===== config.mk =====
export PLATFORM = sky130hd
export DESIGN_NAME = page_erase_seq
export DESIGN_NICKNAME = d
export VERILOG_FILES = /design/src/rtl/page_erase_pkg.sv /design/src/rtl/erase_row_timer.sv /design/src/rtl/erase_row_ctr.sv /design/src/rtl/erase_irq.sv /design/src/rtl/page_erase_seq.sv
export SDC_FILE = /design/constraint.sdc
export NUM_CORES = 1
export LEC_CHECK = 0
export ABC_AREA = 1
export BUFFER_PORTS_ARGS = -buffer_cell sky130_fd_sc_hd__buf_2
export CAP_MARGIN = 20
export CELL_PAD_IN_SITES_DETAIL_PLACEMENT = 0
export CELL_PAD_IN_SITES_GLOBAL_PLACEMENT = 2
export CORE_AREA = 2 2 123 125
export DETAILED_ROUTE_END_ITERATION = 6
export DIE_AREA = 0 0 125 127
export PLACE_DENSITY_LB_ADDON = 0.1
export REMOVE_ABC_BUFFERS = 1
export SYNTH_ARGS = -nofsm -noshare
export SYNTH_HDL_FRONTEND = slang
export SYNTH_SLANG_ARGS = --single-unit

===== constraint.sdc =====
create_clock -name clk -period 3.23 [get_ports clk]
set_input_delay 0.646 -clock clk [delete_from_list [all_inputs] [get_ports clk]]
set_output_delay 0.646 -clock clk [all_outputs]
set_load 0.01 [all_outputs]

===== src/rtl/page_erase_pkg.sv =====
package page_erase_pkg;
  localparam int unsigned RATE_W = 2;

  // Row period in timing units (one unit = 1/32 ms).
  function automatic int unsigned row_units(input logic [RATE_W-1:0] code);
    case (code)
      2'd0:    return 40;
      2'd1:    return 50;
      2'd2:    return 60;
      default: return 80;
    endcase
  endfunction

  // Low pulse length: one fifth of the period at every rate.
  function automatic int unsigned low_units(input logic [RATE_W-1:0] code);
    return row_units(code) / 5;
  endfunction
endpackage


===== src/rtl/erase_row_timer.sv =====
module erase_row_timer
  import page_erase_pkg::*;
#(
  parameter int unsigned BASE  = 1000,
  parameter int unsigned CNT_W = 18
) (
  input  logic              clk,
  input  logic              rst_n,
  input  logic              start,
  input  logic              run,
  input  logic [RATE_W-1:0] rate,
  output logic              row_clk,
  output logic              row_end
);
  logic [CNT_W-1:0] per_q, low_q, cnt;

  always_ff @(posedge clk or negedge rst_n) begin
    if (!rst_n) begin
      per_q <= '0;
      low_q <= '0;
      cnt   <= '0;
    end else if (start) begin
      per_q <= CNT_W'(row_units(rate) * BASE);
      low_q <= CNT_W'(low_units(rate) * BASE);
      cnt   <= '0;
    end else if (run) begin
      cnt <= (cnt == per_q - 1'b1) ? '0 : cnt + 1'b1;
    end else begin
      cnt <= '0;
    end
  end

  assign row_end = run && (cnt == per_q - 1'b1);
  assign row_clk = !(run && (cnt >= per_q - low_q));

  // A row only ends while its low pulse is being driven.
  p_low_at_end_r3: assert property (@(posedge clk) disable iff (!rst_n)
    row_end |-> !row_clk);
  // The captured timing holds for the whole erase.
  p_rate_held_r3: assert property (@(posedge clk) disable iff (!rst_n)
    (run && !start) |=> $stable(per_q) && $stable(low_q));
endmodule


===== src/rtl/erase_row_ctr.sv =====
module erase_row_ctr #(
  parameter int unsigned PAGE_W = 11
) (
  input  logic              clk,
  input  logic              rst_n,
  input  logic              start,
  input  logic [PAGE_W-1:0] page_in,
  input  logic              advance,
  output logic [PAGE_W-1:0] row,
  output logic              at_last
);
  always_ff @(posedge clk or negedge rst_n) begin
    if (!rst_n)       row <= '0;
    else if (start)   row <= page_in;
    else if (advance) row <= row + 1'b1;
  end

  assign at_last = &row;

  p_row_step_r4: assert property (@(posedge clk) disable iff (!rst_n)
    (advance && !start) |=> row == $past(row) + 1'b1);
  p_row_hold_r5: assert property (@(posedge clk) disable iff (!rst_n)
    (!advance && !start) |=> $stable(row));
endmodule


===== src/rtl/erase_irq.sv =====
module erase_irq (
  input  logic clk,
  input  logic rst_n,
  input  logic set_eom,
  input  logic set_ovf,
  input  logic clr,
  output logic int_n,
  output logic eom_f,
  output logic ovf_f
);
  logic pend_q;

  always_ff @(posedge clk or negedge rst_n) begin
    if (!rst_n) begin
      pend_q <= 1'b0;
      eom_f  <= 1'b0;
      ovf_f  <= 1'b0;
    end else begin
      pend_q <= set_eom || set_ovf || (pend_q && !clr);
      eom_f  <= set_eom || (eom_f && !clr);
      ovf_f  <= set_ovf || (ovf_f && !clr);
    end
  end

  assign int_n = !pend_q;

  p_int_set_r5: assert property (@(posedge clk) disable iff (!rst_n)
    (set_eom || set_ovf) |=> !int_n);
  p_int_sticky_r7: assert property (@(posedge clk) disable iff (!rst_n)
    (!int_n && !clr) |=> !int_n);
  p_int_clear_r7: assert property (@(posedge clk) disable iff (!rst_n)
    (clr && !set_eom && !set_ovf) |=> int_n && !eom_f && !ovf_f);
endmodule


===== src/rtl/page_erase_seq.sv =====
module page_erase_seq
  import page_erase_pkg::*;
#(
  parameter int unsigned BASE   = 1000,
  parameter int unsigned PAGE_W = 11,
  parameter int unsigned BLK_W  = 5,
  localparam int unsigned ADDR_W = PAGE_W + BLK_W,
  localparam int unsigned CNT_W  = $clog2(80 * BASE) + 1
) (
  input  logic              clk,
  input  logic              rst_n,
  input  logic [1:0]        rate_sel,
  input  logic              erase_req,
  input  logic [ADDR_W-1:0] erase_addr,
  input  logic              stop_req,
  input  logic              status_rd,
  output logic              row_clk,
  output logic              busy,
  output logic [PAGE_W-1:0] cur_row,
  output logic              int_n,
  output logic              flag_eom,
  output logic              flag_ovf
);
  logic start, row_end, at_last, stop_pend, stop_now;
  logic end_stop, end_ovf, advance;

  assign start    = erase_req && !busy;
  assign stop_now = stop_pend || stop_req;
  assign end_stop = row_end && stop_now;
  assign end_ovf  = row_end && !stop_now && at_last;
  assign advance  = row_end && !stop_now && !at_last;

  always_ff @(posedge clk or negedge rst_n) begin
    if (!rst_n) begin
      busy      <= 1'b0;
      stop_pend <= 1'b0;
    end else if (start) begin
      busy      <= 1'b1;
      stop_pend <= 1'b0;
    end else if (end_stop || end_ovf) begin
      busy      <= 1'b0;
      stop_pend <= 1'b0;
    end else if (busy && stop_req) begin
      stop_pend <= 1'b1;
    end
  end

  erase_row_timer #(.BASE(BASE), .CNT_W(CNT_W)) u_timer (
    .clk(clk), .rst_n(rst_n), .start(start), .run(busy),
    .rate(rate_sel), .row_clk(row_clk), .row_end(row_end)
  );

  erase_row_ctr #(.PAGE_W(PAGE_W)) u_rows (
    .clk(clk), .rst_n(rst_n), .start(start),
    .page_in(erase_addr[ADDR_W-1:BLK_W]), .advance(advance),
    .row(cur_row), .at_last(at_last)
  );

  erase_irq u_irq (
    .clk(clk), .rst_n(rst_n), .set_eom(end_stop), .set_ovf(end_ovf),
    .clr(status_rd), .int_n(int_n), .eom_f(flag_eom), .ovf_f(flag_ovf)
  );

  p_idle_no_stop_r8: assert property (@(posedge clk) disable iff (!rst_n)
    (!busy && !erase_req) |=> !busy);
  p_busy_no_reload_r8: assert property (@(posedge clk) disable iff (!rst_n)
    (busy && erase_req && !row_end) |=> $stable(cur_row));
  p_start_r2: assert property (@(posedge clk) disable iff (!rst_n)
    (!busy && erase_req) |=> busy && cur_row == $past(erase_addr[ADDR_W-1:BLK_W]));
  p_idle_clk_high_r3: assert property (@(posedge clk) disable iff (!rst_n)
    !busy |-> row_clk);
  p_end_cause_r6: assert property (@(posedge clk) disable iff (!rst_n)
    $fell(busy) |-> (flag_eom != flag_ovf));
endmodule


==> results.tsv, run 1 <==
metric	value	unit
wl_per_cell	14.43	µm
synth_edf_count	0	
violations	setup timing	
path_class	register to output port	
async_flop_share	100.0	%
clk_pin_slew	80	ps
fin_ws	-415.0	ps
synth-seq-cells	55	
drtPass1Iterations	4	
clock_sinks	55	
max_slew_margin	50.52	%
fin_nets	811	
cts_buffer_depth	2	
crit_path_frequent_cell	buf_4	
start_kind	register	
num_rows	44	
tritoncts	yes	
rsz0062_at_grt	yes	
vdd_ir_drop_max	0.3075	mV
crit_arrival	3000	ps
cpMaxStageDelayCell	dfrtp_2	
core_area	14420	µm²
gp_congestion	0.8417	
syn_area	4571	µm²
antenna_cells	0	
cp_top_family	buffers and inverters	
use_met1	23.77	%
grt_pass1_wl	22390	µm
reg2reg_slack	580	ps
die-area	15880	µm²
grt.total_usage	17.54	%
ios	39	
pre_cts_ws	-440.6	ps
r2r-start	u_timer.per_q[8]	
path_cells	inv_2, fa_2, inv_2, a21oi_4, o21ai_2, buf_4, buf_4, buf_4, buf_4, xnor2_2, ha_1, nand2_2, nor4_2, nand3_1, nand3_1, nand2_2, buf_6	
synth_flop_cell	dfrtp_1	
drv_cap	0	
grt_pass1_vias	4345	
final-setup-viol-count	1	
hpwlAfterDp	10360	µm
rr_worst_depth	17	
outcome	finished with violations	
max_stage_delay	450	ps
ant_nets	0	
use_met3	2.261	%
fmax	0.2743	GHz
holdBufCountCts	0	
grt_use_met2	28.84	%
synth_area_per_cell	7.232	µm²
yosysWarnings	0	
vias	4318	
die_width	125	µm
clock_skew	10.93	ps
h-tree-depth	2	
n_fill_cell	1545	
cts-root-buf	clkbuf_16	
p_leak	2.963	nW
hold_ws	485.1	ps
clock_latency	310	ps
worst_pin_slew	742.2	ps
drive_gt1_share	22.18	%
drc	0	
antenna_found_initial	0	
portBuffers	33	
busiest_layer	met2	
fin_crit_sh	112.8	%
vias_per_cell	4.699	
maxSlewViolCount	0	
syn_inst	632	
ys_types	39	
die_y	127	µm
crit_path_end_kind	output port	
initial_core_util	31.69	%
grt_max_degree	56	
ys_seq_area_share	30.11	%
cp.required	2580	ps
finalHoldViolations	0	
critPathBufInv	7	
cellPowerDensity	732.6	nW/µm²
hp-class	primary input to asynchronous set/reset pin	
syn_to_final_growth	26.42	%
path_max_fanout	4	
routed_wl	13260	µm
grt-ovfl-total	0	
r2r-end	u_rows.row[10]	
cts_made_buffers	5	
drt_iter0_markers	182	
period_minus_slack	3645	ps
[Yosys cell counts (5+ instances only)]
cell type | number | area share [%]
xor2_1 | 22 | 4.2
dfrtp_1 | 55 | 30
nor4_1 | 5 | 0.68
o21ai_0 | 47 | 5.1
nand4_1 | 5 | 0.68
xnor2_1 | 10 | 1.9
clkbuf_1 | 7 | 0.57
nand3_1 | 41 | 4.5
ha_1 | 52 | 14
nor3b_1 | 7 | 1.1
nand2_1 | 154 | 13
nor2_1 | 54 | 4.4
inv_1 | 85 | 7.0
nor3_1 | 11 | 1.2
a31oi_1 | 5 | 0.68
a21oi_1 | 23 | 2.5
[cells by family after synthesis]
group | Yosys count | share of synthesized area (%)
AOI/OAI and AO/OA | 92 | 10.92
xor gates and xnor gates | 32 | 6.132
adders and majority gates | 54 | 15.11
buffers and inverters | 101 | 8.678
DFF | 55 | 30.11
other | 1 | 0.08205
and+or+nand+nor | 297 | 28.96
[worst reg2reg max path, stage by stage (launching register included)]
cell and delay [ps]:
dfrtp_2 450, inv_2 80, buf_4 140, ha_1 210, inv_1 70, nor3_1 210, nand2_1 80, nand2_1 70
nand2_1 50, nor2_1 100, nand2_1 50, nor2_1 110, nand3_2 170, nor2_4 170, nand3_2 200, nand2_2 280
nand2_1 80, nand2_1 70
[power breakdown]
part	total [W]	switching [W]	internal (W)
logic	0.00260	0.00136	0.00123
clock network	0.000582	0.000271	0.000311
registers	0.00105	0.000182	0.000870
[layer usage]
metal  vias up  share of wire (%)
li1       2258                  -
met1      1988                 49
met2        50                 46
met3        22                2.0
met4         0                2.6
met5         -                  0
[registers in the layout, summed over array words and instances (netlist names), 10 cells and up]
signal	flops
u_timer.per_q	10
u_rows.row	11
u_timer.low_q	11
u_timer.cnt	18
[repair_timing]
action	in CTS	in global routing
setup endpoints to repair	1	4
gates resized for setup	30	12
setup buffers	10	0
pin swaps	20	15
[stage by stage]
step	utilization (%)	cells	area, µm²	setup TNS [ps]	power, W
floorplan	-	622	4516	-277.3	0.002410
detailed placement	37.33	902	5384	-916.9	0.003297
CTS	39.64	919	5718	-447.1	0.004220
global placement	37.33	902	5384	-784.6	0.003259
global route	40.06	919	5778	-589.5	0.004674
finish	40.06	919	5778	-415.0	0.004233
[final cells by class]
class                      instances  area, µm²  share of cell area [%]
multi-input combinational        477       2962                   51.26
sequential                        55       1378                   23.84
timing repair buffer             105      715.7                   12.39
inverter                          90      337.8                   5.847
tap                              184      230.2                   3.984
clock buffer                       6      138.9                   2.404
clock inverter                     2      16.27                  0.2815
[worst max path at each step]
stage          cells past startpoint               from  slack (ps)  endpoint
2_1_floorplan                     20   u_timer.per_q[8]        -280   row_clk
3_3_place_gp                      21   u_timer.per_q[8]        -350   row_clk
3_5_place_dp                      21   u_timer.per_q[8]        -440   row_clk
4_1_cts                           21  u_timer.per_q[15]        -450   row_clk
5_1_grt                           18  u_timer.per_q[14]        -590   row_clk
6_report                          17   u_timer.per_q[8]        -420   row_clk
[placed cells by master, fill, tap and decap left out, types with 2 or more instances in the layout]
cell type  synthesis  final
a211oi_1           2      2
a21oi_1           23     18
a21oi_2            0      4
a31oi_1            5      4
buf_2              2     32
buf_4              0     71
buf_6              2      2
clkbuf_16          0      5
conb_1             1      2
dfrtp_1           55     54
ha_1              52     47
ha_4               0      5
inv_1             85     81
inv_2              4      8
nand2_1          154    149
nand2_2            2      6
nand2_4            1      2
nand3_1           41     41
nand3_2            3      3
nand3b_1           4      4
nand4_1            5      5
nor2_1            54     52
nor2_2             4      6
nor2_4             3      3
nor3_1            11     11
nor3b_1            7      7
nor4_1             5      3
nor4_2             0      2
o211ai_1           4      4
o21ai_0           47     41
o21ai_1            3      5
o21ai_2            0      4
o22ai_1            3      3
xnor2_1           10      9
xor2_1            22     22
Note: power is estimated with default switching activity, not from simulation.
==> run 2, diff against run 1 <==
Settings changed: BUFFER_PORTS_ARGS -buffer_cell sky130_fd_sc_hd__buf_2 to -buffer_cell sky130_fd_sc_hd__buf_4.
==> results.tsv, run 2 (synthesized netlist as in run 1, its figures left out) <==
metric	value	unit	change
antenna_found_initial	0		unchanged
rr_worst_depth	18		was 17
mostFrequentLayoutCells	148 x nand2_1, 106 x buf_4, 78 x inv_1		was 149 x nand2_1, 81 x inv_1, 71 x buf_4
path_max_fanout	4		unchanged
final_core_util	41.51	%	was 40.06%
clock_sinks	55		unchanged
final-setup-viol-count	1		unchanged
fin_crit_sh	110.5	%	was 112.8%
finalHoldViolations	0		unchanged
initial_core_util	31.69	%	unchanged
vdd_ir_drop_max	0.2688	mV	was 0.3075 mV
fmax	0.2802	GHz	was 0.2743 GHz
path_cells	buf_6, ha_4, ha_1, nor2_2, inv_1, a21oi_2, nor2_1, o21a_1, nor2_1, xor2_1, ha_1, nand2_1, nor4_2, nand3_1, nand3_2, nand2_2, buf_6		was inv_2, fa_2, inv_2, a21oi_4, o21ai_2, buf_4, buf_4, buf_4, buf_4, xnor2_2, ha_1, nand2_2, nor4_2, nand3_1, nand3_1, nand2_2, buf_6
routed_wl	13270	µm	was 13260 µm
wl_per_cell	14.39	µm	was 14.43 µm
cts_made_buffers	5		unchanged
fin_ws	-339.4	ps	was -415.0 ps
die_width	125	µm	unchanged
cts_buffer_depth	2		unchanged
cellPowerDensity	730.1	nW/µm²	was 732.6 nW/µm²
maxSlewViolCount	0		unchanged
start_kind	register		unchanged
fin_cells	922		was 919
crit_path_end_kind	output port		unchanged
vias_per_cell	4.702		was 4.699
clock_latency	300	ps	was 310 ps
cp.required	2580	ps	about the same
tritoncts	yes		unchanged
grt_max_degree	56		unchanged
hpwlAfterDp	10240	µm	was 10360 µm
grt_pass1_vias	4340		was 4345
die-area	15880	µm²	unchanged
h-tree-depth	2		unchanged
r2r-start	u_timer.per_q[8]		unchanged
worst_pin_slew	745.9	ps	was 742.2 ps
fin_nets	815		was 811
critPathBufInv	3		was 7
wl_met2	6286	µm	was 6117 µm
vias	4335		was 4318
die_y	127	µm	unchanged
rsz0062_at_grt	yes		unchanged
antenna_cells	0		unchanged
drtPass1Iterations	4		unchanged
reg_top3	u_timer.cnt x18, u_rows.row x11, u_timer.low_q x11		unchanged
routed-wl-met3	367	µm	was 260 µm
hp-class	primary input to asynchronous set/reset pin		unchanged
placed_area	5459	µm²	was 5384 µm²
gp_congestion	0.8719		was 0.8417
drt-met1-wl	6372	µm	was 6533 µm
drc	0		unchanged
hold_ws	393.0	ps	was 485.1 ps
ios	39		unchanged
clk_pin_slew	80	ps	about the same
top_register	u_timer.cnt		unchanged
fin_area	5987	µm²	was 5778 µm²
reg2reg_slack	400	ps	was 580 ps
grt.total_usage	17.03	%	was 17.54%
pre_cts_ws	-412.2	ps	was -440.6 ps
portBuffers	33		unchanged
path_class	register to output port		unchanged
cp_top_family	simple AND/OR/NAND/NOR gates		was buffers and inverters
dr.max_layer_used	met4		unchanged
crit_arrival	2920	ps	was 3000 ps
num_rows	44		unchanged
cts-root-buf	clkbuf_16		unchanged
period_minus_slack	3569	ps	was 3645 ps
clock_skew	7.816	ps	was 10.93 ps
max_stage_delay	450	ps	about the same
placedCellCount	901		was 902
max_slew_margin	50.27	%	was 50.52%
holdBufCountCts	0		unchanged
final_common_cell	nand2_1		unchanged
drt_iter0_markers	165		was 182
ant_nets	0		unchanged
drive_gt1_share	24.12	%	was 22.18%
r2r-end	u_rows.row[6]		was u_rows.row[10]
grt_pass1_wl	22000	µm	was 22390 µm
largest_reg_flops	18		unchanged
drv_cap	0		unchanged
violations	setup timing		unchanged
core_area	14420	µm²	unchanged
cpMaxStageDelayCell	dfrtp_2		unchanged
outcome	finished with violations		unchanged
syn_to_final_growth	30.99	%	was 26.42%
grt-ovfl-total	0		unchanged
p_leak	3.003	nW	was 2.963 nW
==> run 2: cell count changes in the layout (fill, tap and decap cells not counted), sizes merged <==
| cell | before | now |
|---|---|---|
| clkinv | 2 | 1 |
| bufinv | 0 | 1 |
| clkbuf | 6 | 5 |
| buf | 105 | 109 |
==> run 2: power by group <==
| group | leakage, nW | total (W) | switching, W | internal, W |
|---|---|---|---|---|
| Clock | 0.0759 | 0.000635 | 0.000273 | 0.000363 |
| Combinational | 2.22 | 0.00268 | 0.00138 | 0.00130 |
| Sequential | 0.707 | 0.00105 | 0.000185 | 0.000870 |
| Total | 3.00 | 0.00437 | 0.00184 | 0.00253 |
==> run 2: metal layers <==
| layer | track usage, % | up-vias |
|---|---|---|
| li1 | - | 2262 |
| met1 | 22.29 | 1998 |
| met2 | 29.25 | 55 |
| met3 | 2.345 | 20 |
| met4 | 5.359 | 0 |
| met5 | 0 | - |
==> run 2: layout make-up <==
cell class,instances,area (µm²)
inverters,90,340.3
clock inverters,2,37.54
repair buffers,109,829.5
well taps,184,230.2
multi-input cells,477,3047
clock buffers,5,125.1
fillers,1557,8437
flip-flops and latches,55,1378
==> run 2: how the worst max path moves through the flow <==
stage | start | endpoint | slack [ps] | cells past startpoint
3_3_place_gp | u_timer.per_q[8] | row_clk | -360 | 21
6_report | u_timer.per_q[8] | row_clk | -340 | 17
2_1_floorplan | u_timer.per_q[8] | row_clk | -280 | 20
4_1_cts | u_timer.per_q[15] | row_clk | -410 | 21
3_5_place_dp | u_timer.per_q[8] | row_clk | -410 | 21
5_1_grt | u_timer.low_q[6] | row_clk | -560 | 22
==> run 2: through the flow <==
stage          setup TNS, ps  power (W)
3_5_place_dp           -1166   0.003361
6_report              -339.4   0.004371
2_1_floorplan         -277.3   0.002410
5_1_grt               -562.4   0.004793
3_3_place_gp           -1088   0.003322
4_1_cts               -413.4   0.004267
==> run 2: repair_timing <==
item	CTS	global route
resized for setup	34	28
buffers inserted	9	5
endpoints found under the setup margin	1	4
endpoints found under the hold margin	0	0
pin swaps	19	12
==> run 3, diff against run 2 <==
Settings changed: CORE_AREA 2 2 123 125 to 2 2 124 114, DIE_AREA 0 0 125 127 to 0 0 126 116.
Clock period 3.23 ns to 3.55 ns, I/O delays scaled along.
==> results.tsv, run 3 (synthesized netlist as in run 1, its figures left out) <==
metric	value	unit	change
outcome	finished with violations		unchanged
violations	setup timing		unchanged
wl_per_cell	14.00	µm	was 14.39 µm
crit_path_frequent_cell	nand2_2		
antenna_cells	0		unchanged
final_common_cell	nand2_1		unchanged
drtPass1Iterations	4		unchanged
cellPowerDensity	666.1	nW/µm²	was 730.1 nW/µm²
max_slew_margin	50.45	%	was 50.27%
use_met1	25.90	%	was 22.29%
critPathBufInv	4		was 3
mostFrequentLayoutCells	147 x nand2_1, 86 x buf_4, 80 x inv_1		was 148 x nand2_1, 106 x buf_4, 78 x inv_1
initial_core_util	34.59	%	was 31.69%
die_width	126	µm	was 125 µm
grt_pass1_vias	4146		was 4340
vias_per_cell	4.711		was 4.702
vias	4179		was 4335
holdBufCountCts	0		unchanged
core_area	13210	µm²	was 14420 µm²
finalHoldViolations	0		unchanged
ant_nets	0		unchanged
tritoncts	yes		unchanged
multi_input_area	3027	µm²	was 3047 µm²
h-tree-depth	2		unchanged
worst_pin_slew	743.2	ps	was 745.9 ps
fin_ws	-145.6	ps	was -339.4 ps
grt_use_met2	28.10	%	was 29.25%
placed_area	5356	µm²	was 5459 µm²
clock_latency	310	ps	was 300 ps
drc	0		unchanged
path_class	register to output port		unchanged
grt_max_degree	56		unchanged
vdd_ir_drop_max	0.2657	mV	was 0.2688 mV
start_kind	register		unchanged
fmax	0.2706	GHz	
die_y	116	µm	was 127 µm
antenna_found_initial	0		unchanged
fin_nets	795		was 815
largest_reg_flops	18		unchanged
grt.total_usage	18.01	%	was 17.03%
final-setup-viol-count	1		unchanged
n_fill_cell	1416		was 1557
syn_to_final_growth	26.42	%	was 30.99%
seq_area	1376	µm²	was 1378 µm²
hp-class	primary input to asynchronous set/reset pin		unchanged
gp_congestion	0.8622		was 0.8719
grt_pass1_wl	20950	µm	was 22000 µm
drv_cap	0		unchanged
cpMaxStageDelayCell	dfrtp_1		was dfrtp_2
use_met3	2.585	%	was 2.345%
p_leak	2.910	nW	was 3.003 nW
path_max_fanout	2		was 4
busiest_layer	met2		unchanged
fin_crit_sh	104.1	%	
drive_gt1_share	21.56	%	was 24.12%
cts_made_buffers	5		unchanged
period_minus_slack	3696	ps	
clock_skew	10.01	ps	was 7.816 ps
drt_iter0_markers	252		was 165
clk_pin_slew	70	ps	was 80 ps
clock_sinks	55		unchanged
top_register	u_timer.cnt		unchanged
cp.required	2840	ps	was 2580 ps
num_rows	40		was 44
crit_arrival	2990	ps	was 2920 ps
portBuffers	33		unchanged
cp_top_family	simple AND/OR/NAND/NOR gates		unchanged
cts-root-buf	clkbuf_16		unchanged
routed_wl	12420	µm	was 13270 µm
reg2reg_slack	900	ps	was 400 ps
final_core_util	43.73	%	was 41.51%
fin_area	5778	µm²	was 5987 µm²
hpwlAfterDp	9608	µm	was 10240 µm
die-area	14620	µm²	was 15880 µm²
max_stage_delay	420	ps	was 450 ps
grt-ovfl-total	0		unchanged
ios	39		unchanged
reg_top3	u_timer.cnt x18, u_rows.row x11, u_timer.low_q x11		unchanged
crit_path_end_kind	output port		unchanged
cts_buffer_depth	2		unchanged
path_cells	ha_4, buf_6, nand2_4, inv_4, nand2_2, nand2_2, a31oi_4, o21ai_2, nand2_1, a21oi_2, nor2_2, xor2_1, ha_1, nand2_4, inv_2, o21ai_1, nand2_1, a21oi_2, nand3_2, nand2_2, buf_6		was buf_6, ha_4, ha_1, nor2_2, inv_1, a21oi_2, nor2_1, o21a_1, nor2_1, xor2_1, ha_1, nand2_1, nor4_2, nand3_1, nand3_2, nand2_2, buf_6
rsz0062_at_grt	yes		unchanged
maxSlewViolCount	0		unchanged
run 3: changes by cell type in the layout (fill, tap and decap cells not counted), sizes merged:
cell	before	now
buf	109	89
clkinvlp	1	2
clkinv	1	2
bufinv	1	0
run 3: layer usage:
layer | vias up | wire length, µm | share of wire (%)
met4 | 0 | 177 | 1.4
met2 | 51 | 5415 | 44
li1 | 2216 | - | -
met5 | - | 0 | 0
met3 | 10 | 320 | 2.6
met1 | 1902 | 6504 | 52
run 3: through the flow:
stage / std cells / hold WS (ps) / total power (W) / setup TNS [ps] / worst slack (ps)
after detailed placement: 874 / 473.7 / 0.002959 / -406.7 / -291.2
final: 887 / 472.3 / 0.003849 / -145.6 / -145.6
after global placement: 874 / 470.2 / 0.002930 / -246.0 / -233.0
after CTS: 885 / 487.9 / 0.003699 / -203.6 / -203.6
after floorplan: 622 / 414.4 / 0.002193 / -21.30 / -21.30
after global routing: 887 / 511.3 / 0.004242 / -328.6 / -328.6
run 3: worst paths after layout:
path / startpoint / depth (start not counted) / endpoint
worst max-delay path: u_timer.per_q[15] / 21 / row_clk
min in group clk: u_timer.cnt[0] / 1 / u_timer.cnt[0]
worst min register to register: u_timer.cnt[0] / 1 / u_timer.cnt[0]
max in group asynchronous: rst_n / 1 / u_rows.row[3]
worst max register to register: u_timer.per_q[8] / 17 / u_rows.row[1]
worst min-delay path: rst_n / 1 / u_timer.per_q[13]
run 3: area by class of cell:
class                      instances  share of cell area (%)
clock buffer                       5                   2.165
clock inverter                     3                  0.3465
inverter                          90                   5.890
multi-input combinational        477                   52.38
sequential                        55                   23.82
tap                              168                   3.638
timing repair buffer              89                   11.76
run 3: worst register-to-register path, stage by stage (launching register included):
cell	delay [ps]
dfrtp_1	400
inv_2	80
buf_4	120
ha_1	210
inv_1	70
nor3_1	220
nand2_1	80
nand2_1	70
nand2_1	60
nor2_1	110
nand2_1	50
nor2_1	110
nand3_2	160
nor2_4	160
nand3_2	250
nand2_2	290
nand2_1	80
nand2_1	60
run 3: repair_timing:
action                     4_1_cts  5_1_grt
pin swaps                       17       20
buffers inserted                 3        2
setup endpoints to repair        1        3
gates resized for setup         37       20
cloned                           0        0
run 3: where the power goes:
group	switching [W]	total, W	internal, W
clock	0.000248	0.000509	0.000261
sequential	0.000173	0.000964	0.000791
combinational	0.00125	0.00238	0.00112
total	0.00167	0.00385	0.00217
